--- config.mk ---
export PLATFORM = sky130hd
export DESIGN_NAME = prio_intc
export DESIGN_NICKNAME = d
export VERILOG_FILES = /design/src/rtl/pic_pkg.sv /design/src/rtl/pic_cfg.sv /design/src/rtl/pic_req.sv /design/src/rtl/pic_prio.sv /design/src/rtl/pic_isr.sv /design/src/rtl/prio_intc.sv
export SDC_FILE = /design/constraint.sdc
export NUM_CORES = 1
export LEC_CHECK = 0
export BUFFER_PORTS_ARGS = -buffer_cell sky130_fd_sc_hd__buf_4
export CAP_MARGIN = 20
export CORE_UTILIZATION = 55
export DETAILED_ROUTE_END_ITERATION = 6
export MAX_ROUTING_LAYER = met4
export PLACE_DENSITY = 0.77
export SLEW_MARGIN = 20
export SYNTH_ARGS = -nofsm -noshare
export SYNTH_HDL_FRONTEND = slang
export SYNTH_SLANG_ARGS = --single-unit
--- constraint.sdc ---
create_clock -name clk -period 4.24 [get_ports clk]
set_clock_uncertainty 0.2 [all_clocks]
set_input_delay 0 -clock clk [delete_from_list [all_inputs] [get_ports clk]]
set_output_delay 0 -clock clk [all_outputs]
set_load 0.01 [all_outputs]
--- src/rtl/pic_pkg.sv ---
package pic_pkg;
  localparam int BYTE_W  = 8;
  localparam int N_LINES = 8;
  localparam int LINE_W  = $clog2(N_LINES);

  // command byte bits 7:5 for a specific end-of-interrupt
  localparam logic [2:0] EOI_SPEC = 3'b011;

  typedef enum logic [1:0] {
    ST_RUN  = 2'd0,
    ST_BASE = 2'd1,
    ST_CASC = 2'd2,
    ST_MODE = 2'd3
  } init_st_t;
endpackage

--- src/rtl/pic_cfg.sv ---
module pic_cfg
  import pic_pkg::*;
(
  input  logic              clk,
  input  logic              rst_n,
  input  logic              wr_en,
  input  logic              addr,
  input  logic [BYTE_W-1:0] wr_data,
  output logic [N_LINES-1:0] mask_q,
  output logic [BYTE_W-1:0] base_q,
  output logic [BYTE_W-1:0] casw_q,
  output logic              smm_q,
  output logic              rd_isr_q,
  output logic              init_clr,
  output logic              eoi_en,
  output logic [LINE_W-1:0] eoi_line
);
  init_st_t          st_q, st_d;
  logic [N_LINES-1:0] mask_d;
  logic [BYTE_W-1:0] base_d, casw_d;
  logic              smm_d, rd_isr_d;
  logic              cmd_wr, dat_wr, ctl_wr, cfg_en;

  always_comb begin
    cmd_wr   = wr_en & ~addr;
    dat_wr   = wr_en & addr;
    init_clr = cmd_wr & wr_data[4];
    ctl_wr   = cmd_wr & ~wr_data[4] & wr_data[3];
    eoi_en   = cmd_wr & ~wr_data[4] & ~wr_data[3] & (wr_data[7:5] == EOI_SPEC);
    eoi_line = wr_data[LINE_W-1:0];
    cfg_en   = init_clr | ctl_wr | dat_wr;

    st_d     = st_q;
    mask_d   = mask_q;
    base_d   = base_q;
    casw_d   = casw_q;
    smm_d    = smm_q;
    rd_isr_d = rd_isr_q;

    if (init_clr) begin
      st_d     = ST_BASE;
      mask_d   = '0;
      smm_d    = 1'b0;
      rd_isr_d = 1'b0;
    end else if (ctl_wr) begin
      if (wr_data[6]) smm_d = wr_data[5];
      if (wr_data[1]) rd_isr_d = wr_data[0];
    end else if (dat_wr) begin
      unique case (st_q)
        ST_RUN:  mask_d = wr_data[N_LINES-1:0];
        ST_BASE: begin base_d = wr_data; st_d = ST_CASC; end
        ST_CASC: begin casw_d = wr_data; st_d = ST_MODE; end
        ST_MODE: st_d = ST_RUN;
        default: st_d = ST_RUN;
      endcase
    end
  end

  always_ff @(posedge clk or negedge rst_n) begin
    if (!rst_n) begin
      st_q     <= ST_RUN;
      mask_q   <= '1;
      base_q   <= '0;
      casw_q   <= '0;
      smm_q    <= 1'b0;
      rd_isr_q <= 1'b0;
    end else if (cfg_en) begin
      st_q     <= st_d;
      mask_q   <= mask_d;
      base_q   <= base_d;
      casw_q   <= casw_d;
      smm_q    <= smm_d;
      rd_isr_q <= rd_isr_d;
    end
  end


  init_seq_chk: assert property (@(posedge clk) disable iff (!rst_n)
    init_clr |=> (mask_q == '0 && !smm_q && !rd_isr_q && st_q == ST_BASE));


  mode_done_chk: assert property (@(posedge clk) disable iff (!rst_n)
    (st_q == ST_MODE && dat_wr) |=> (st_q == ST_RUN));
endmodule

--- src/rtl/pic_req.sv ---
module pic_req
  import pic_pkg::*;
(
  input  logic               clk,
  input  logic               rst_n,
  input  logic [N_LINES-1:0] lines_in,
  input  logic               init_clr,
  input  logic [N_LINES-1:0] ack_clr,
  output logic [N_LINES-1:0] irr_q
);
  logic [N_LINES-1:0] prev_q, irr_d, rise;

  always_comb begin
    rise  = lines_in & ~prev_q;
    irr_d = init_clr ? '0 : ((irr_q & ~ack_clr) | rise);
  end

  always_ff @(posedge clk or negedge rst_n) begin
    if (!rst_n) begin
      prev_q <= '0;
      irr_q  <= '0;
    end else begin
      prev_q <= lines_in;
      irr_q  <= irr_d;
    end
  end

  for (genvar i = 0; i < N_LINES; i++) begin : g_edge_chk

    edge_only_chk: assert property (@(posedge clk) disable iff (!rst_n)
      $rose(irr_q[i]) |-> $past(lines_in[i] && !prev_q[i]));
  end
endmodule

--- src/rtl/pic_prio.sv ---
module pic_prio
  import pic_pkg::*;
(
  input  logic [N_LINES-1:0] irr,
  input  logic [N_LINES-1:0] mask,
  input  logic [N_LINES-1:0] isr,
  input  logic               smm,
  output logic               win_any,
  output logic [LINE_W-1:0]  win_line
);
  logic [N_LINES-1:0] eligible;

  for (genvar i = 0; i < N_LINES; i++) begin : g_elig
    localparam logic [N_LINES-1:0] UPTO = N_LINES'((2 ** (i + 1)) - 1);
    logic held;
    assign held        = ~smm & (|(isr & UPTO));
    assign eligible[i] = irr[i] & ~mask[i] & ~held;
  end

  always_comb begin
    win_any  = |eligible;
    win_line = '0;
    for (int j = N_LINES - 1; j >= 0; j--) begin
      if (eligible[j]) win_line = LINE_W'(j);
    end
  end
endmodule

--- src/rtl/pic_isr.sv ---
module pic_isr
  import pic_pkg::*;
(
  input  logic               clk,
  input  logic               rst_n,
  input  logic               init_clr,
  input  logic               set_en,
  input  logic [LINE_W-1:0]  set_line,
  input  logic               eoi_en,
  input  logic [LINE_W-1:0]  eoi_line,
  output logic [N_LINES-1:0] isr_q
);
  logic [N_LINES-1:0] isr_d, set_vec, clr_vec;
  logic               isr_en;

  always_comb begin
    set_vec = set_en ? (N_LINES'(1) << set_line) : '0;
    clr_vec = eoi_en ? (N_LINES'(1) << eoi_line) : '0;
    isr_en  = init_clr | set_en | eoi_en;
    isr_d   = init_clr ? '0 : ((isr_q | set_vec) & ~clr_vec);
  end

  always_ff @(posedge clk or negedge rst_n) begin
    if (!rst_n)      isr_q <= '0;
    else if (isr_en) isr_q <= isr_d;
  end


  eoi_clear_chk: assert property (@(posedge clk) disable iff (!rst_n)
    eoi_en |=> !isr_q[$past(eoi_line)]);


  ack_set_chk: assert property (@(posedge clk) disable iff (!rst_n)
    (set_en && !init_clr && !(eoi_en && eoi_line == set_line)) |=> isr_q[$past(set_line)]);
endmodule

--- src/rtl/prio_intc.sv ---
module prio_intc
  import pic_pkg::*;
#(
  parameter bit IS_SLAVE = 1'b0
) (
  input  logic              clk,
  input  logic              rst_n,
  input  logic              addr,
  input  logic              wr_en,
  input  logic [7:0]        wr_data,
  output logic [7:0]        rd_data,
  input  logic [7:0]        irq_in,
  input  logic              inta,
  input  logic [2:0]        cas_code_in,
  input  logic              cas_go_in,
  output logic [2:0]        cas_code_out,
  output logic              cas_go_out,
  output logic              int_out,
  output logic [7:0]        vec_out,
  output logic              vec_valid
);
  logic [N_LINES-1:0] mask_q, irr_q, isr_q, ack_vec;
  logic [BYTE_W-1:0]  base_q, casw_q, vec_q, vec_d;
  logic               smm_q, rd_isr_q, init_clr, eoi_en;
  logic [LINE_W-1:0]  eoi_line, win_line;
  logic               win_any, sel_me, ack_fire, to_slave;
  logic               vv_q, vv_d;

  pic_cfg u_cfg (
    .clk(clk), .rst_n(rst_n), .wr_en(wr_en), .addr(addr), .wr_data(wr_data),
    .mask_q(mask_q), .base_q(base_q), .casw_q(casw_q), .smm_q(smm_q),
    .rd_isr_q(rd_isr_q), .init_clr(init_clr), .eoi_en(eoi_en), .eoi_line(eoi_line)
  );

  pic_req u_req (
    .clk(clk), .rst_n(rst_n), .lines_in(irq_in), .init_clr(init_clr),
    .ack_clr(ack_vec), .irr_q(irr_q)
  );

  pic_prio u_prio (
    .irr(irr_q), .mask(mask_q), .isr(isr_q), .smm(smm_q),
    .win_any(win_any), .win_line(win_line)
  );

  pic_isr u_isr (
    .clk(clk), .rst_n(rst_n), .init_clr(init_clr), .set_en(ack_fire),
    .set_line(win_line), .eoi_en(eoi_en), .eoi_line(eoi_line), .isr_q(isr_q)
  );

  if (IS_SLAVE) begin : g_sel_slave
    assign sel_me   = inta & cas_go_in & (cas_code_in == casw_q[LINE_W-1:0]);
    assign to_slave = 1'b0;
  end else begin : g_sel_master
    assign sel_me   = inta;
    assign to_slave = casw_q[win_line];
  end

  always_comb begin
    ack_fire     = sel_me & win_any;
    ack_vec      = ack_fire ? (N_LINES'(1) << win_line) : '0;
    cas_go_out   = ack_fire & to_slave;
    cas_code_out = win_line;
    vv_d         = ack_fire & ~to_slave;
    vec_d        = base_q + BYTE_W'(win_line);
    int_out      = win_any;
    rd_data      = addr ? mask_q : (rd_isr_q ? isr_q : irr_q);
    vec_out      = vec_q;
    vec_valid    = vv_q;
  end

  always_ff @(posedge clk or negedge rst_n) begin
    if (!rst_n) begin
      vv_q  <= 1'b0;
      vec_q <= '0;
    end else begin
      vv_q <= vv_d;
      if (vv_d) vec_q <= vec_d;
    end
  end


  masked_block_chk: assert property (@(posedge clk) disable iff (!rst_n)
    int_out |-> (|(irr_q & ~mask_q)));


  vec_after_ack_chk: assert property (@(posedge clk) disable iff (!rst_n)
    vec_valid |-> $past(inta));
endmodule

; Word-level counts from Yosys, hierarchy flattened
; Cells that the tools add are included.
; Widths: inputs -> output; s select.
[word_totals]
ff_bits = 61
latch_bits = 0
ramBits = 0
rom_bits = 0
in_bits = 25
word_cells = 140
n_memories = 0
[op_classes]
addsub = 1
n_mul = 0
div = 0
order_cmp = 1
eq_ne = 5
shift = 2
muxes = 30
bitwise = 69
n_reduce_logical = 21
[ops]
columns = cell, count
row1 = $mux 8, 10
row2 = $and 1x1->1, 34
row3 = $and 8x8->8, 3
row4 = $mux 3, 8
row5 = $not 8->8, 3
row6 = $not 1->1, 23
row7 = $or 8x8->8, 2
row8 = $reduce_or 8->1, 2
row9 = $shl 1x3->8 const A, 2
row10 = $reduce_and 5->1, 2
row11 = $reduce_bool 2->1, 5
row12 = $add 8x3->8, 1
row13 = $reduce_and 4->1, 2
row14 = $mux 1, 7
row15 = $reduce_or 7->1, 1
row16 = $mux 2, 3
row17 = $pmux 2 s3, 1
row18 = $reduce_and 3->1, 2
row19 = $reduce_or 6->1, 1
row20 = $reduce_or 5->1, 1
row21 = $eq 2x2->1 const B, 2
row22 = $lt 3x4->1 const B, 1
row23 = $or 1x1->1, 4
row24 = $reduce_bool 4->1, 1
row25 = 8 further kinds, 8

; Logic depth before layout (Yosys ltp)
; Gate-level depths: netlist (run 1).
[depth]
word_depth = 18
ltp_mapped = 13
depth_no_buf = 12

; Modules after synthesis
; A second synthesis (run 1) with hierarchy kept.
[hier_totals]
hier_cells = 316
area_unflattened_um2 = 3509.6
[by_module_without_submodules]
columns = mod, instances, cells_per_inst, area_per_inst_um2, seq_area_each_um2
row1 = pic_cfg, 1, 101, 1312.5, 710.7
row2 = prio_intc, 1, 96, 873.3, 225.2
row3 = pic_req, 1, 41, 641.9, 400.4
row4 = pic_isr, 1, 38, 419.2, 200.2
row5 = pic_prio, 1, 40, 262.8, 0.0

; Worst setup path before layout (run 1)
; Ideal clock, no wire load.
[synth_timing]
kind = register to register
start = reg u_isr.isr_q[0]
end = reg vec_q[7], in the netlist vec_out[7]
t_arrival_ps = 2843
required_ps = 3915
path_slack_ps = 1072
path_stages_with_launch = 13
n_path_buf = 1
period_less_slack_ps = 3168
path_cell_list = dfrtp_1 -> nor2b_4 -> or3b_1 -> buf_2 -> nand2_1 -> o21bai_1 -> inv_1 -> ha_1 -> a21o_1 -> a41oi_1 -> nor4b_1 -> xor2_1 -> mux2_2
[synth_between]
elab_chain_len = 16
[synth_lines]
columns = item, line_no
row1 = from (decl), pic_isr.sv:11  ; output logic [N_LINES-1:0] isr_q
row2 = from (signal assigned), pic_isr.sv:25  ; else if (isr_en) isr_q <= isr_d;
row3 = $reduce_or 8->1, pic_prio.sv:16  ; assign held = ~smm & (|(isr & UPTO));
row4 = $and 1x1->1, pic_prio.sv:16
row5 = $not 1->1, pic_prio.sv:17  ; assign eligible[i] = irr[i] & ~mask[i] & ~held;
row6 = $and 1x1->1, pic_prio.sv:17
row7 = $mux 3 (7 in a row), pic_prio.sv:24  ; if (eligible[j]) win_line = LINE_W'(j);
row8 = $mux 3 *, pic_prio.sv:24
row9 = net cas_code_out[1], prio_intc.sv:16  ; output logic [2:0] cas_code_out,
row10 = branches (longest 4 deep; another with $add 8x3->8), --
row11 = to (signal assigned), prio_intc.sv:77  ; if (vv_d) vec_q <= vec_d;
row12 = to (decl), prio_intc.sv:23  ; logic [BYTE_W-1:0] base_q, casw_q, vec_q, vec_d;
; Mark *: on every way through the listed nets, which the timed path passes. The select of a mux whose other input is x is not followed.
; A chain may end at the register's enable or synchronous reset.

; Worst setup path after layout (run 1)
[layout_timing]
start = reg u_isr.isr_q[2]
end = reg vec_q[7], in the netlist vec_out[7]
[layout_between]
elab_chain_len = 16
[layout_lines]
columns = item
row1 = branches (longest 16 deep; another with $reduce_or 8->1)
; Parallel ways; which one is timed is not known. The select of a mux whose other input is x is not followed.

==> metrics.txt, run 1 <==
TritonCTS clock tree=done; path type of the worst min-delay path=in2reg; Crit. End Element=register; number of buffers inserted for hold repair after clock tree synthesis=22; initial core utilization=58.4%; final worst-path cycle share=85.9%; actual transition at the worst max-transition pin=0.800 ns; post-synthesis cell count=325; Data arrival, critical path=3.68 ns; quantity of gates resized following cts=0; vias after detailed routing=2,664; number of search-and-repair iterations in the first detailed-routing pass=4; worst hold stages=4; count of clock tree sinks=61; ratio of cells with drive above 1 in the final layout=24.0%; Die Span Y=79.2 µm; fraction of synthesized cell area taken by the top area cell type=40.5%; total count of hold-check failures in the final report=0; part of the Yosys area used for sequential elements=46.9%; final critical path time including I/O delays and setup=3.64 ns; number of nets in the layout=419; number of placement rows=27; via density per instance=5.75; cell type of the slowest stage on the worst timing path=sky130_fd_sc_hd__nor4b_1; initial antenna violation count=0; Avg Cell Area, Syn=10.1 µm²; floorplan die area=6270 µm²; Largest stage delay, worst path=0.46 ns; Overflow after GRT=0; clock latency of the later-clocked register in the worst-skew pair=0.35 ns; placement-stage worst setup slack=0.698 ns; dominant cell by count in the synthesized netlist=sky130_fd_sc_hd__dfrtp_1; Worst path most repeated cell=sky130_fd_sc_hd__nand2_1; largest fanout on the critical path=6; Placer Congestion=0.971; global-route wire length before repair=13.2 mm; overall track demand over capacity in global routing=29.4%; Root Buffer Master=sky130_fd_sc_hd__clkbuf_8; largest net degree at the start of global routing=62; biggest area consumer among synthesized cells=sky130_fd_sc_hd__dfrtp_1; static leakage=1.85 nW; setup repair after global routing missed its margin=no; core area=5610 µm²; crit path kind=reg2reg; list of most frequent post-synthesis cells=sky130_fd_sc_hd__dfrtp_1, sky130_fd_sc_hd__nand2_1, sky130_fd_sc_hd__nor2_1; fill cell instance count of the final layout=420; synth top area cells=sky130_fd_sc_hd__dfrtp_1, sky130_fd_sc_hd__mux2_2, sky130_fd_sc_hd__dfstp_2, sky130_fd_sc_hd__nand2_1, sky130_fd_sc_hd__mux2i_1; antenna fix cells=0; dominant register cell in the synthesized netlist=sky130_fd_sc_hd__dfrtp_1; DIE WIDTH=79.2 µm; final number of setup-violating endpoints=0; total placed cells including tap cells=425; clock-pin slew on the worst setup and hold paths=0.07 ns; count of antenna-violating nets left after detailed routing=0; Netlist Area Pre-Place=3280 µm²; total power divided by cell area=646 nW/µm²; count of buffers from port buffering=42; EDFF count, synth=0; worst setup slack after layout=0.596 ns; number of global-route vias before repair=2,662; data required time at the worst endpoint=4.28 ns; CP Cell Sequence=nor4_1 -> o22ai_1 -> a221o_1 -> nand2_1 -> nand2_1 -> inv_1 -> ha_1 -> a21o_1 -> a41oi_1 -> nor4b_1 -> xor2_1 -> mux2_2; relative area change from synthesis to final layout=23.5%; total number of yosys warnings=0; DP Wirelength=5.52 mm; total nets after synthesis=358; Detailed Route WL=7.95 mm; Setup TNS=0 ns; FFs w/ async S/R, synth=100%; number of max-cap violations=0; Max Transition Viols Final=0; wire length per cell after detailed routing=17.2 µm; # IOs=47; result of the run=finished, final reports clean; remaining routing DRC violations=0; post-synthesis register bit count=61; tightest hold margin=0.0130 ns; maximum buffer depth of the clock tree=2; H-tree lvl count=3; post-CTS setup buffer count=0; Fmax=274 MHz; count of non-filler cells in the finished layout=463; number of design-rule violations left by the first detailed-router iteration=199; TritonCTS Buffers=9; number of cells on the worst reg-to-reg path=12; worst slew margin relative to its limit=46.7%; number of different library cells in the post-synthesis netlist=60; peak supply drop=0.407 mV; kind of launch point of the worst setup path=register
==> through the flow <==
step                      cell area, µm²  power (mW)  util, %
after CTS                           4050        2.61     72.1
after global placement              3620        2.01     64.5
final                               4050        2.61     72.1
after global routing                4050        2.80     72.1
after floorplan                     3280        1.69        -
after detailed placement            3620        2.05     64.5
==> placed cells by master, fill, tap and decap left out, drive strengths merged, types with 4 or more instances in the layout <==
cell type    instances
dfrtp               53
buf                 43
nand2               31
nor2                24
dlygate4sd3         22
mux2                20
a21oi               18
o21ai               17
inv                 16
nor2b               12
mux2i               10
nand3                9
clkbuf               9
nand2b               8
dfstp                8
nor3                 7
a31oi                7
ha                   7
a22o                 6
o22a                 4
==> cell families after synthesis <==
family                     Yosys count  share of synthesized area [%]
and+or+nand+nor                    108                           16.5
AOI/OAI and AO/OA                   84                           18.2
DFF                                 61                           46.9
muxes                               30                           9.93
buffers and inverters               28                           3.59
adders and majority gates            8                           3.28
xor gates and xnor gates             6                           1.60
==> sequential cells by signal, summed over array words and instances (netlist names) <==
signal          flops
u_req.prev_q        8
u_cfg.rd_isr_q      1
u_req.irr_q         8
vec_valid           1
u_cfg.st_q          2
u_cfg.mask_q        8
u_cfg.casw_q        8
vec_out             8
u_cfg.smm_q         1
u_cfg.base_q        8
u_isr.isr_q         8
==> path summary, 6_finish.rpt <==
check                                start         endpoint  slack (ns)
min in group asynchronous            rst_n   u_isr.isr_q[7]        0.07
max                         u_isr.isr_q[2]       vec_out[7]        0.60
min reg2reg                u_cfg.casw_q[1]  u_cfg.casw_q[1]        0.29
max in group asynchronous            rst_n       vec_out[4]        3.27
min                                   addr    u_cfg.st_q[1]        0.01
max reg2reg                 u_isr.isr_q[2]       vec_out[7]        0.60
==> final cells by class <==
class / count / area, µm² / share of cell area [%]
clock inverter: 7 / 81.3 / 2.01
timing repair buffer: 65 / 543 / 13.4
inverter: 13 / 48.8 / 1.21
multi-input combinational: 236 / 1620 / 40.1
sequential: 61 / 1540 / 38.0
clock buffer: 9 / 124 / 3.06
tap: 72 / 90.1 / 2.23
==> power by group <==
group          internal (mW)  total [mW]  switching [mW]
Clock                  0.279       0.544           0.265
Sequential             0.819        1.01           0.190
Combinational          0.529        1.06           0.530
Total                   1.63        2.61           0.985
==> worst max-delay path: cells and delay by family (launching register included) <==
kind	cells	cell delay [ns]
AOI/OAI and AO/OA	4	0.88
DFF	1	0.43
xor gates and xnor gates	1	0.11
muxes	1	0.27
adders and majority gates	1	0.23
and+or+nand+nor	4	1.24
buffers and inverters	1	0.18
==> metal layers <==
metal,global-route usage [%],share of wire (%)
met5,-,0
met4,11.3,1.9
met3,7.70,6.2
met2,45.0,47
met1,37.5,45
No activity file was read; power rests on OpenSTA's default activity.
==> inputs of run 2 (changes only) <==
HOLD_SLACK_MARGIN = 0.02   (was default)
==> run 2 against run 1 <==
Clock power hardly changed. Worst setup slack worse by 0.0014 ns. Cell count grew 0.22%. Sequential power is essentially flat. Total power hardly changed. Wire length up 0.45%. Sequential cell count unchanged. First-iteration DRC count up 26%. Critical path type unchanged. Highest routed layer unchanged.
==> metrics.txt, run 2 (synthesized netlist as in run 1, its figures left out) <==
TritonCTS clock tree=done; count of antenna-violating nets left after detailed routing=0; floorplan die area=6270 µm²; crit path kind=reg2reg; via density per instance=5.80; post-CTS setup buffer count=0; initial core utilization=58.4%; number of global-route vias before repair=2,664; Placer Congestion=0.971; antenna fix cells=0; final critical path time including I/O delays and setup=3.65 ns; total placed cells including tap cells=425; Detailed Route WL=7.98 mm; static leakage=1.85 nW; number of buffers inserted for hold repair after clock tree synthesis=23; number of design-rule violations left by the first detailed-router iteration=250; number of search-and-repair iterations in the first detailed-routing pass=4; Data arrival, critical path=3.68 ns; H-tree lvl count=3; quantity of gates resized following cts=0; remaining routing DRC violations=0; path type of the worst min-delay path=in2async; count of clock tree sinks=61; wire length per cell after detailed routing=17.2 µm; Setup TNS=0 ns; total power divided by cell area=644 nW/µm²; clock-pin slew on the worst setup and hold paths=0.07 ns; TritonCTS Buffers=9; peak supply drop=0.406 mV; most common cell after layout, fill and taps aside=sky130_fd_sc_hd__dfrtp_1; post-route total power=2.61 mW; final number of setup-violating endpoints=0; DIE WIDTH=79.2 µm; data required time at the worst endpoint=4.27 ns; count of non-filler cells in the finished layout=464; post-layout instance area=4060 µm²; DP Wirelength=5.52 mm; Max Transition Viols Final=0; number of nets in the layout=420; vias after detailed routing=2,690; global-route wire length before repair=13.2 mm; overall track demand over capacity in global routing=29.5%; Root Buffer Master=sky130_fd_sc_hd__clkbuf_8; number of max-cap violations=0; # IOs=47; relative area change from synthesis to final layout=23.8%; final worst-path cycle share=86.0%; initial antenna violation count=0; Fmax=274 MHz; count of buffers from port buffering=42; largest net degree at the start of global routing=62; worst slew margin relative to its limit=45.7%; result of the run=finished, final reports clean; Die Span Y=79.2 µm; maximum buffer depth of the clock tree=2; largest fanout on the critical path=6; total count of hold-check failures in the final report=0; fill cell instance count of the final layout=421; clock latency of the later-clocked register in the worst-skew pair=0.35 ns; Overflow after GRT=0; area after detailed placement=3620 µm²; commonest non-fill, non-tap cells in the layout=sky130_fd_sc_hd__dfrtp_1, sky130_fd_sc_hd__buf_4, sky130_fd_sc_hd__nand2_1, sky130_fd_sc_hd__nor2_1, sky130_fd_sc_hd__dlygate4sd3_1; kind of launch point of the worst setup path=register; core area=5610 µm²; Crit. End Element=register; actual transition at the worst max-transition pin=0.815 ns; number of placement rows=27; setup repair after global routing missed its margin=no; ratio of cells with drive above 1 in the final layout=24.0%
==> run 2: path summary, 6_finish.rpt <==
| check | cells past startpoint | slack (ns) | start | end |
|---|---|---|---|---|
| setup / recovery | 12 | 0.59 | u_isr.isr_q[2] | vec_out[7] |
| hold / removal | 2 | 0.07 | rst_n | u_req.prev_q[2] |
| setup reg to reg | 12 | 0.59 | u_isr.isr_q[2] | vec_out[7] |
| hold reg to reg | 2 | 0.29 | u_cfg.casw_q[1] | u_cfg.casw_q[1] |
| max in group asynchronous | 2 | 3.27 | rst_n | vec_out[5] |
| min in group clk | 2 | 0.10 | irq_in[4] | u_req.prev_q[4] |
==> run 2: area by class of cell <==
| class | instances | area (µm²) | area share [%] |
|---|---|---|---|
| multi-input cells | 236 | 1620 | 40.0 |
| flip-flops and latches | 61 | 1540 | 37.9 |
| repair buffers | 66 | 553 | 13.6 |
| clock buffers | 9 | 124 | 3.05 |
| well taps | 72 | 90.1 | 2.22 |
| clock inverters | 7 | 81.3 | 2.01 |
| inverters | 13 | 48.8 | 1.20 |
==> run 2: per-stage QoR <==
stage | setup slack (ns) | hold slack (ns) | util, %
4_1_cts | 0.663 | 0.0868 | 72.3
3_3_place_gp | 0.751 | -0.0844 | 64.5
6_report | 0.595 | 0.0692 | 72.3
2_1_floorplan | 1.07 | -0.496 | -
3_5_place_dp | 0.698 | -0.0815 | 64.5
5_1_grt | 0.329 | 0.0886 | 72.3
==> run 2: report_power, final <==
group          internal [mW]  switching, mW  leakage [nW]
clock                  0.279          0.261         0.101
sequential             0.819          0.190         0.717
combinational          0.530          0.532          1.03
==> run 2: metal layers <==
layer	share of wire [%]	up-vias	GRT usage (%)
met1	45	1285	37.9
met2	47	100	44.9
met4	2.1	0	11.3
met5	0	-	-
met3	5.5	20	7.70
li1	-	1285	-
==> run 2: worst max-delay path, cell delays in order (launching register included) <==
cell,delay (ns)
sky130_fd_sc_hd__dfrtp_1,0.42
sky130_fd_sc_hd__nor4_1,0.45
sky130_fd_sc_hd__o22ai_1,0.16
sky130_fd_sc_hd__a221o_1,0.36
sky130_fd_sc_hd__nand2_1,0.20
sky130_fd_sc_hd__nand2_1,0.12
sky130_fd_sc_hd__inv_1,0.19
sky130_fd_sc_hd__ha_1,0.23
sky130_fd_sc_hd__a21o_1,0.17
sky130_fd_sc_hd__a41oi_1,0.19
sky130_fd_sc_hd__nor4b_1,0.46
sky130_fd_sc_hd__xor2_1,0.11
sky130_fd_sc_hd__mux2_2,0.27
